### src/rtl/hbist_pkg.sv
package hbist_pkg;
   typedef enum logic [2:0] {
      ST_IDLE,
      ST_READ,
      ST_LOAD,
      ST_GEN,
      ST_DONE
   } seq_state_e;
endpackage

### src/rtl/hbist_lfsr.sv
module hbist_lfsr #(
   parameter int          W         = 16,
   parameter logic [W-1:0] TAPS     = 16'hB400,
   parameter bit          FIBONACCI = 1'b0
) (
   input  logic         clk,
   input  logic         rst_n,
   input  logic         load,
   input  logic [W-1:0] load_val,
   input  logic         step,
   output logic [W-1:0] state
);
   logic [W-1:0] nxt;

   generate
      if (FIBONACCI) begin : g_fib
         always_comb nxt = {state[W-2:0], ^(state & TAPS)};
      end else begin : g_gal
         always_comb nxt = (state >> 1) ^ (state[0] ? TAPS : '0);
      end
   endgenerate

   always_ff @(posedge clk or negedge rst_n) begin
      if (!rst_n)    state <= '0;
      else if (load) state <= load_val;
      else if (step) state <= nxt;
   end

   AST_LOAD_TAKES: assert property (@(posedge clk) disable iff (!rst_n)
      load |=> state == $past(load_val));
   AST_HOLD_IDLE: assert property (@(posedge clk) disable iff (!rst_n)
      !load && !step |=> $stable(state));
endmodule

### src/rtl/hbist_pat_cnt.sv
module hbist_pat_cnt #(
   parameter int CNT_W = 12
) (
   input  logic             clk,
   input  logic             rst_n,
   input  logic             load,
   input  logic [CNT_W-1:0] load_val,
   input  logic             dec,
   output logic             last
);
   logic [CNT_W-1:0] remain;

   always_ff @(posedge clk or negedge rst_n) begin
      if (!rst_n)     remain <= '0;
      else if (load)  remain <= load_val;
      else if (dec)   remain <= remain - 1'b1;
   end

   assign last = (remain == CNT_W'(1));

   AST_NO_UNDERFLOW: assert property (@(posedge clk) disable iff (!rst_n)
      dec |-> remain != '0);
endmodule

### src/rtl/hbist_addr_cnt.sv
module hbist_addr_cnt #(
   parameter int NUM_SEEDS = 4,
   parameter int ADDR_W    = 2
) (
   input  logic              clk,
   input  logic              rst_n,
   input  logic              clr,
   input  logic              inc,
   output logic [ADDR_W-1:0] addr,
   output logic              at_end
);
   localparam logic [ADDR_W-1:0] LAST = ADDR_W'(NUM_SEEDS - 1);

   always_ff @(posedge clk or negedge rst_n) begin
      if (!rst_n)     addr <= '0;
      else if (clr)   addr <= '0;
      else if (inc)   addr <= addr + 1'b1;
   end

   assign at_end = (addr == LAST);

   AST_ADDR_IN_RANGE: assert property (@(posedge clk) disable iff (!rst_n)
      addr <= LAST);
   AST_NO_ADDR_WRAP: assert property (@(posedge clk) disable iff (!rst_n)
      inc |-> !at_end);
endmodule

### src/rtl/hybrid_bist_seq.sv
module hybrid_bist_seq
   import hbist_pkg::*;
#(
   parameter int             PAT_W     = 16,
   parameter int             CNT_W     = 12,
   parameter int             NUM_SEEDS = 4,
   parameter logic [PAT_W-1:0] TAPS    = 16'hB400,
   parameter bit             FIBONACCI = 1'b0,
   localparam int            ADDR_W    = (NUM_SEEDS > 1) ? $clog2(NUM_SEEDS) : 1,
   localparam int            WORD_W    = CNT_W + PAT_W
) (
   input  logic              clk,
   input  logic              rst_n,
   input  logic              start,
   output logic              done,
   output logic [ADDR_W-1:0] seed_addr,
   output logic              seed_rd,
   input  logic [WORD_W-1:0] seed_data,
   output logic [PAT_W-1:0]  pat_out,
   output logic              pat_valid
);
   initial begin
      assert (PAT_W >= 2) else $error("PAT_W must be at least 2");
      assert (CNT_W >= 1) else $error("CNT_W must be at least 1");
      assert (NUM_SEEDS >= 1) else $error("NUM_SEEDS must be at least 1");
      assert (TAPS != '0) else $error("TAPS must not be zero");
   end

   seq_state_e state_q, state_d;
   logic addr_clr, addr_inc, addr_end;
   logic lfsr_load, lfsr_step;
   logic cnt_load, cnt_dec, cnt_last;

   wire [PAT_W-1:0] word_seed  = seed_data[PAT_W-1:0];
   wire [CNT_W-1:0] word_count = seed_data[WORD_W-1:PAT_W];

   always_comb begin
      state_d   = state_q;
      addr_clr  = 1'b0;
      addr_inc  = 1'b0;
      lfsr_load = 1'b0;
      lfsr_step = 1'b0;
      cnt_load  = 1'b0;
      cnt_dec   = 1'b0;
      unique case (state_q)
         ST_IDLE, ST_DONE: begin
            if (start) begin
               state_d  = ST_READ;
               addr_clr = 1'b1;
            end
         end
         ST_READ: state_d = ST_LOAD;
         ST_LOAD: begin
            lfsr_load = 1'b1;
            cnt_load  = 1'b1;
            if (word_count != '0) state_d = ST_GEN;
            else if (addr_end)    state_d = ST_DONE;
            else begin
               addr_inc = 1'b1;
               state_d  = ST_READ;
            end
         end
         ST_GEN: begin
            lfsr_step = 1'b1;
            cnt_dec   = 1'b1;
            if (cnt_last) begin
               if (addr_end) state_d = ST_DONE;
               else begin
                  addr_inc = 1'b1;
                  state_d  = ST_READ;
               end
            end
         end
         default: state_d = ST_IDLE;
      endcase
   end

   always_ff @(posedge clk or negedge rst_n) begin
      if (!rst_n) state_q <= ST_IDLE;
      else        state_q <= state_d;
   end

   hbist_addr_cnt #(.NUM_SEEDS(NUM_SEEDS), .ADDR_W(ADDR_W)) u_addr (
      .clk(clk), .rst_n(rst_n), .clr(addr_clr), .inc(addr_inc),
      .addr(seed_addr), .at_end(addr_end));

   hbist_pat_cnt #(.CNT_W(CNT_W)) u_cnt (
      .clk(clk), .rst_n(rst_n), .load(cnt_load), .load_val(word_count),
      .dec(cnt_dec), .last(cnt_last));

   hbist_lfsr #(.W(PAT_W), .TAPS(TAPS), .FIBONACCI(FIBONACCI)) u_lfsr (
      .clk(clk), .rst_n(rst_n), .load(lfsr_load), .load_val(word_seed),
      .step(lfsr_step), .state(pat_out));

   assign seed_rd   = (state_q == ST_READ);
   assign pat_valid = (state_q == ST_GEN);
   assign done      = (state_q == ST_DONE);

   AST_START_READS_ZERO: assert property (@(posedge clk) disable iff (!rst_n)
      start && (done || state_q == ST_IDLE) |=> seed_rd && seed_addr == '0);
   AST_LOAD_AFTER_READ: assert property (@(posedge clk) disable iff (!rst_n)
      state_q == ST_LOAD |-> $past(seed_rd));
   AST_FIRST_IS_SEED: assert property (@(posedge clk) disable iff (!rst_n)
      pat_valid && $past(state_q == ST_LOAD) |-> pat_out == $past(word_seed));
   AST_DONE_STICKY: assert property (@(posedge clk) disable iff (!rst_n)
      done && !start |=> done);
   AST_EXCLUSIVE: assert property (@(posedge clk) disable iff (!rst_n)
      $onehot0({seed_rd, pat_valid, done}));
endmodule

### config.mk
export PLATFORM = sky130hd
export DESIGN_NAME = hybrid_bist_seq
export DESIGN_NICKNAME = d
export VERILOG_FILES = /design/src/rtl/hbist_pkg.sv /design/src/rtl/hbist_lfsr.sv /design/src/rtl/hbist_pat_cnt.sv /design/src/rtl/hbist_addr_cnt.sv /design/src/rtl/hybrid_bist_seq.sv
export SDC_FILE = /design/constraint.sdc
export NUM_CORES = 1
export LEC_CHECK = 0
export BUFFER_PORTS_ARGS = -buffer_cell sky130_fd_sc_hd__buf_2
export CAP_MARGIN = 10
export CORE_UTILIZATION = 35
export CTS_CLUSTER_SIZE = 24
export DETAILED_ROUTE_END_ITERATION = 10
export PLACE_DENSITY = 0.53
export SYNTH_ARGS = -nofsm -noshare
export SYNTH_HDL_FRONTEND = slang
export SYNTH_SLANG_ARGS = --single-unit
### constraint.sdc
create_clock -name clk -period 1.88 [get_ports clk]
set_input_delay 0.094 -clock clk [delete_from_list [all_inputs] [get_ports clk]]
set_output_delay 0.094 -clock clk [all_outputs]
set_load 0.01 [all_outputs]
* Yosys cells after proc, flatten, opt, wreduce, memory -nomap -nowiden
Index checks and enable logic that the tools add are counted.
** Word-level totals
- Register bits :: 33
- Bits of input ports :: 31
- Output and inout bits :: 21
- Word-level logic and storage cells :: 41
** Cells by class
- Add/sub/neg operators :: 2
- Equal/unequal tests :: 8
- Muxes and demuxes :: 20
- Bitwise gates (word level) :: 1
- Reductions and logical operators :: 6
** Operators with widths (count)
- 16-bit two-way mux :: 3
- 12-bit two-way mux :: 2
- 15-bit by 16-bit XOR with 16-bit output :: 1
- 12-bit by 1-bit == test with 1-bit output (second input constant) :: 1
- 3-bit two-way mux :: 4
- 3-bit case mux with 4 select lines :: 1
- 12-bit nonzero test :: 1
- 12-bit by 1-bit subtractor with 12-bit output (second input constant) :: 1
- 1-bit two-way mux :: 7
- 3-bit by 2-bit == test with 1-bit output (second input constant) :: 2
- 2-bit two-way mux :: 2
- 2-bit nonzero test :: 2
- 3-bit by 1-bit == test with 1-bit output (second input constant) :: 1
- 3-bit == test (second input constant) :: 1
- 3-bit logical NOT :: 1
- 2-bit by 1-bit adder with 2-bit output (second input constant) :: 1
- 2-bit == test (second input constant) :: 1
- 2-bit by 1-bit inequality test with 1-bit output (second input constant) :: 1
- 2-bit inequality test (second input constant) :: 1
- 1-bit case mux with 2 select lines :: 1
- 2-bit AND reduction :: 1
- 2-bit OR reduction :: 1

* Logic depth before layout (Yosys ltp)
- Depth after elaboration :: 6
- Depth in mapped cells :: 7
- Gate-level depth less buffers :: 6

* Cells and area by module
A second synthesis with hierarchy kept.
** Unflattened totals
- Cells, all modules :: 183
- Area, all modules :: 1844.3 um^2
** By module, submodules not included
- hbist_lfsr :: times used 1, cells each 74, area each 794.5 um^2, sequential area each 400.4 um^2
- hbist_pat_cnt :: times used 1, cells each 72, area each 715.7 um^2, sequential area each 300.3 um^2
- hybrid_bist_seq :: times used 1, cells each 30, area each 245.2 um^2, sequential area each 75.1 um^2
- hbist_addr_cnt :: times used 1, cells each 7, area each 88.8 um^2, sequential area each 50.0 um^2

* Worst setup path before layout
Ideal clock, no wire load.
- Kind :: register to register
- Start :: register u_cnt.remain[0]
- End :: register u_addr.addr[1]
- Library setup time :: 0.077 ns
- Arrival time :: 1.383 ns
- Data required time :: 1.803 ns
- Path slack :: 0.419 ns
- Stages on the path, launching flop included :: 6
- Buffers on the path :: 0
- Clock period less this slack :: 1.461 ns
- Path through :: dfrtp_1 > ha_1 > nor3b_1 > and4_1 > or3b_1 > a21oi_1
** Between the ends
- Word-level cells in the longest chain between the ends :: 4
** RTL lines
- start: declaration :: line hbist_pat_cnt.sv:11 : logic [CNT_W-1:0] remain;
- start signal: assignment :: line hbist_pat_cnt.sv:15 : else if (load) remain <= load_val;
- start signal: assignment :: line hbist_pat_cnt.sv:16 : else if (dec) remain <= remain - 1'b1;
- 12-bit by 1-bit == test with 1-bit output :: line hbist_pat_cnt.sv:19 : assign last = (remain == CNT_W'(1));
- 1-bit two-way mux :: line hybrid_bist_seq.sv:66 : if (cnt_last) begin
- 1-bit case mux with 2 select lines :: line hybrid_bist_seq.sv:45 : unique case (state_q)
- 2-bit nonzero test (no source line)
- end signal: assignment :: line hbist_addr_cnt.sv:17 : else if (inc) addr <= addr + 1'b1;
- end: declaration :: line hbist_addr_cnt.sv:9 : output logic [ADDR_W-1:0] addr,
No other way between the ends.
A chain may end at the register's enable or synchronous reset.

* Final worst setup path
- Start :: register state_q[1]
- End :: register u_cnt.remain[7]
** Between the ends
- Word-level cells in the longest chain between the ends :: 3
- Elaborated cells between the ends (all ways) :: 6
- Those cells by class :: eq/ne (2); mux (3); reduce/logical (1)
** RTL lines
- start: declaration :: line hybrid_bist_seq.sv:29 : seq_state_e state_q, state_d;
- start signal: assignment :: line hybrid_bist_seq.sv:80 : else state_q <= state_d;
- 3-bit by 2-bit == test with 1-bit output :: line hybrid_bist_seq.sv:45
- 1-bit two-way mux :: line hybrid_bist_seq.sv:45
- 12-bit two-way mux or 2-bit nonzero test (tied branches)
Parallel ways exist; a longest one is shown, timed or not.

==> reports/results.tsv <==
metric	value	unit
area fraction in and, or, nand and nor cells after synthesis	21.50	%
main combinational cell family by area after synthesis	simple AND/OR/NAND/NOR gates	
Hold Vio Cnt, Final	0	
H-tree depth	2	
Skew-Pair Late Insertion Delay	0.29	ns
Initial Util	36.23	%
gr ovfl total	0	
DRC violations left	0	
Routed Antenna Nets	0	
status	complete, no violations	
max-cap viol count	0	
multiplexer area fraction after synthesis	10.82	%
share of the synthesized area in the top cell type	44.62	%
largest cells by area after synthesis	dfrtp_1, mux2i_1, o21ai_0	
ant diodes	0	
vias	1606	
vias in the first global route	1462	
PwrDens	1339	mW/mm^2
Port Buffers	51	
row cnt	26	
fin. max-slew vios	0	
Worst Path Required	2.04	ns
number of flops mapped to enable cells by yosys	0	
Sequential cell area	825.8	um^2
CTS buffer count	5	
Setup Crit Path Kind	flop to flop	
sequential-to-total area share from yosys stat	44.62	%
synth warn	0	
clk_skew	0.007661	ns
Clock transition at path regs	0.07	ns
Setup-failing EPs final	0	
cell-internal power	1.825	mW
layout cells sized above 1	26.40	%
drt wl/cell	13.53	um
maximum VDD drop	0.0006018	V
Synth Area in Compound Gates	15.69	%
net count reported at finish	283	
first-pass GRT wire length	7010	um
Psw	1.216	mW
initial drt markers	46	
FMAX	615.2	MHz
top-count cell post-synth	dfrtp_1	
DR pass1 iterations	4	
pin count of the biggest net entering global routing	34	
Primary FF master, synth	dfrtp_1	
RSZ-0062 raised after global routing	false	
core area	0.005107	mm^2
Area Growth Syn to Fin	22.72	%
Crit. End Element	flop	
Routed WL	4328	um
Yosys top cell by area	dfrtp_1	
mapped cell area	0.001851	mm^2
Gate power share	35.7	%
Slew @ Worst Pin	0.7784	ns
setup TNS	0	ns
Netlist cell types	31	
Vias/cell	5.019	
total nets after synthesis	234	
Die X	74.72	um
Multi-input gate area	952.2	um^2
xor/xnor share of the synthesized area	1.420	%
clk root buf	clkbuf_8	
hpwl dp	2960	um
crit share post-route	86.46	%
Crit Path Max Fanout	28	
Leak Pwr	1.115	nW
Clock Tree Buf Depth	2	
clk sinks	33	
synth cell count leaders	dfrtp_1, nand2_1, o21ai_0	
Tmin final	1.625	ns
sequential share of power	46.4	%
worst hold path type	input pin to flop	
Ports	52	
Async SR Flop Fraction	100.0	%
post-synthesis adder-cell area fraction	2.028	%
relative slew slack	48.11	%
Post-Syn Area per Cell	9.253	um^2
fillers	531	
Final WS setup	0.2546	ns
die height	74.72	um
Die Area	0.005582	mm^2
critical path data arrival time	1.79	ns
Routability Congestion	0.7391	
Yosys reg bits	33	
total track usage	16.79	%
Clk pwr share	17.9	%
pre-CTS setup slack	0.2710	ns
Worst Setup Start Kind	flop	
switching share of power	39.99	%
CTS tree	done	
cell count after synthesis	200	
initial antenna violation count	0	
## power by group through the flow
| stage | Clock, mW | Sequential (mW) | Combinational, mW |
|---|---|---|---|
| CTS | 0.557 | 1.41 | 1.10 |
| floorplan | 0 | 1.42 | 0.684 |
| global placement | 0 | 1.42 | 1.09 |
| finish | 0.545 | 1.41 | 1.08 |
| detailed placement | 0 | 1.43 | 1.10 |
| global route | 0.594 | 1.47 | 1.25 |
## metrics by stage
stage	util (%)	instances	power [mW]	hold WS, ns	area (um^2)
final	44.46	320	3.040	0.06992	2271
after global routing	44.46	320	3.320	0.07397	2271
after CTS	44.46	320	3.075	0.06885	2271
after detailed placement	42.58	311	2.528	0.2222	2175
after global placement	42.58	311	2.510	0.2215	2175
after floorplan	-	200	2.108	-0.2016	1851
## registers in the layout (all words and copies together), names as in the netlist
name and flops:
state_q 3, u_addr.addr 2, u_lfsr.state 16, u_cnt.remain 12
## final timing paths
kind / endpoint / startpoint / cells past startpoint / slack (ns)
setup / recovery: u_cnt.remain[7] / state_q[1] / 5 / 0.25
hold / removal: u_cnt.remain[0] / seed_data[16] / 3 / 0.07
setup reg to reg: u_cnt.remain[7] / state_q[1] / 5 / 0.25
hold reg to reg: u_lfsr.state[9] / u_lfsr.state[9] / 2 / 0.51
max in group asynchronous: u_lfsr.state[0] / rst_n / 2 / 0.97
min in group asynchronous: u_cnt.remain[4] / rst_n / 2 / 0.41
## layout by cell type (no fill, tap or decap), types with 2 or more instances in the layout
master    count
nand2b_1      2
xnor2_1       3
nor2b_1       2
nand4b_1      2
buf_2        51
dfrtp_1      33
ha_1          3
buf_4         3
nor4_1        3
mux2i_1      20
o21ai_0      26
nor3_1        5
a21oi_1      13
o22ai_1      10
nand2_1      31
inv_1         3
o211ai_1      2
clkbuf_8      5
nor2_1        4
nand3_1       7
nor4_4        2
nand4_1       2
nor3b_1       4
clkinv_2      2
## cells by family after synthesis
family	after synthesis
mux	20
compound gates	53
xor+xnor	3
fa+ha+maj	3
buf+inv	17
simple gates	71
flops	33
## metal layers
metal	routed length, um	up-vias	GRT usage, %
met5	0	-	0
met4	13	0	3.983
met3	227	2	6.024
met2	1940	50	25.53
met1	2146	735	22.88
li1	-	819	-
## critical path: stages, from the launching register on
cell and delay [ns]:
dfrtp_1 0.47, nor2b_1 0.26, buf_12 0.20, nand2b_1 0.28, o22ai_1 0.22, a21oi_1 0.06
## area by class of cell
cell class,instances,area share (%)
timing repair buffer,56,13.55
sequential,33,36.36
clock buffer,5,3.030
clock inverter,3,0.7713
inverter,3,0.4959
multi-input combinational,150,41.93
tap,70,3.857
## timing repair
action | in CTS | in global routing
buffers inserted | 0 | 0
endpoints found under the hold margin | 33 | 0
hold buffers | 1 | 0
gates resized for setup | 0 | 0
No activity file was read; power rests on OpenSTA's default activity.
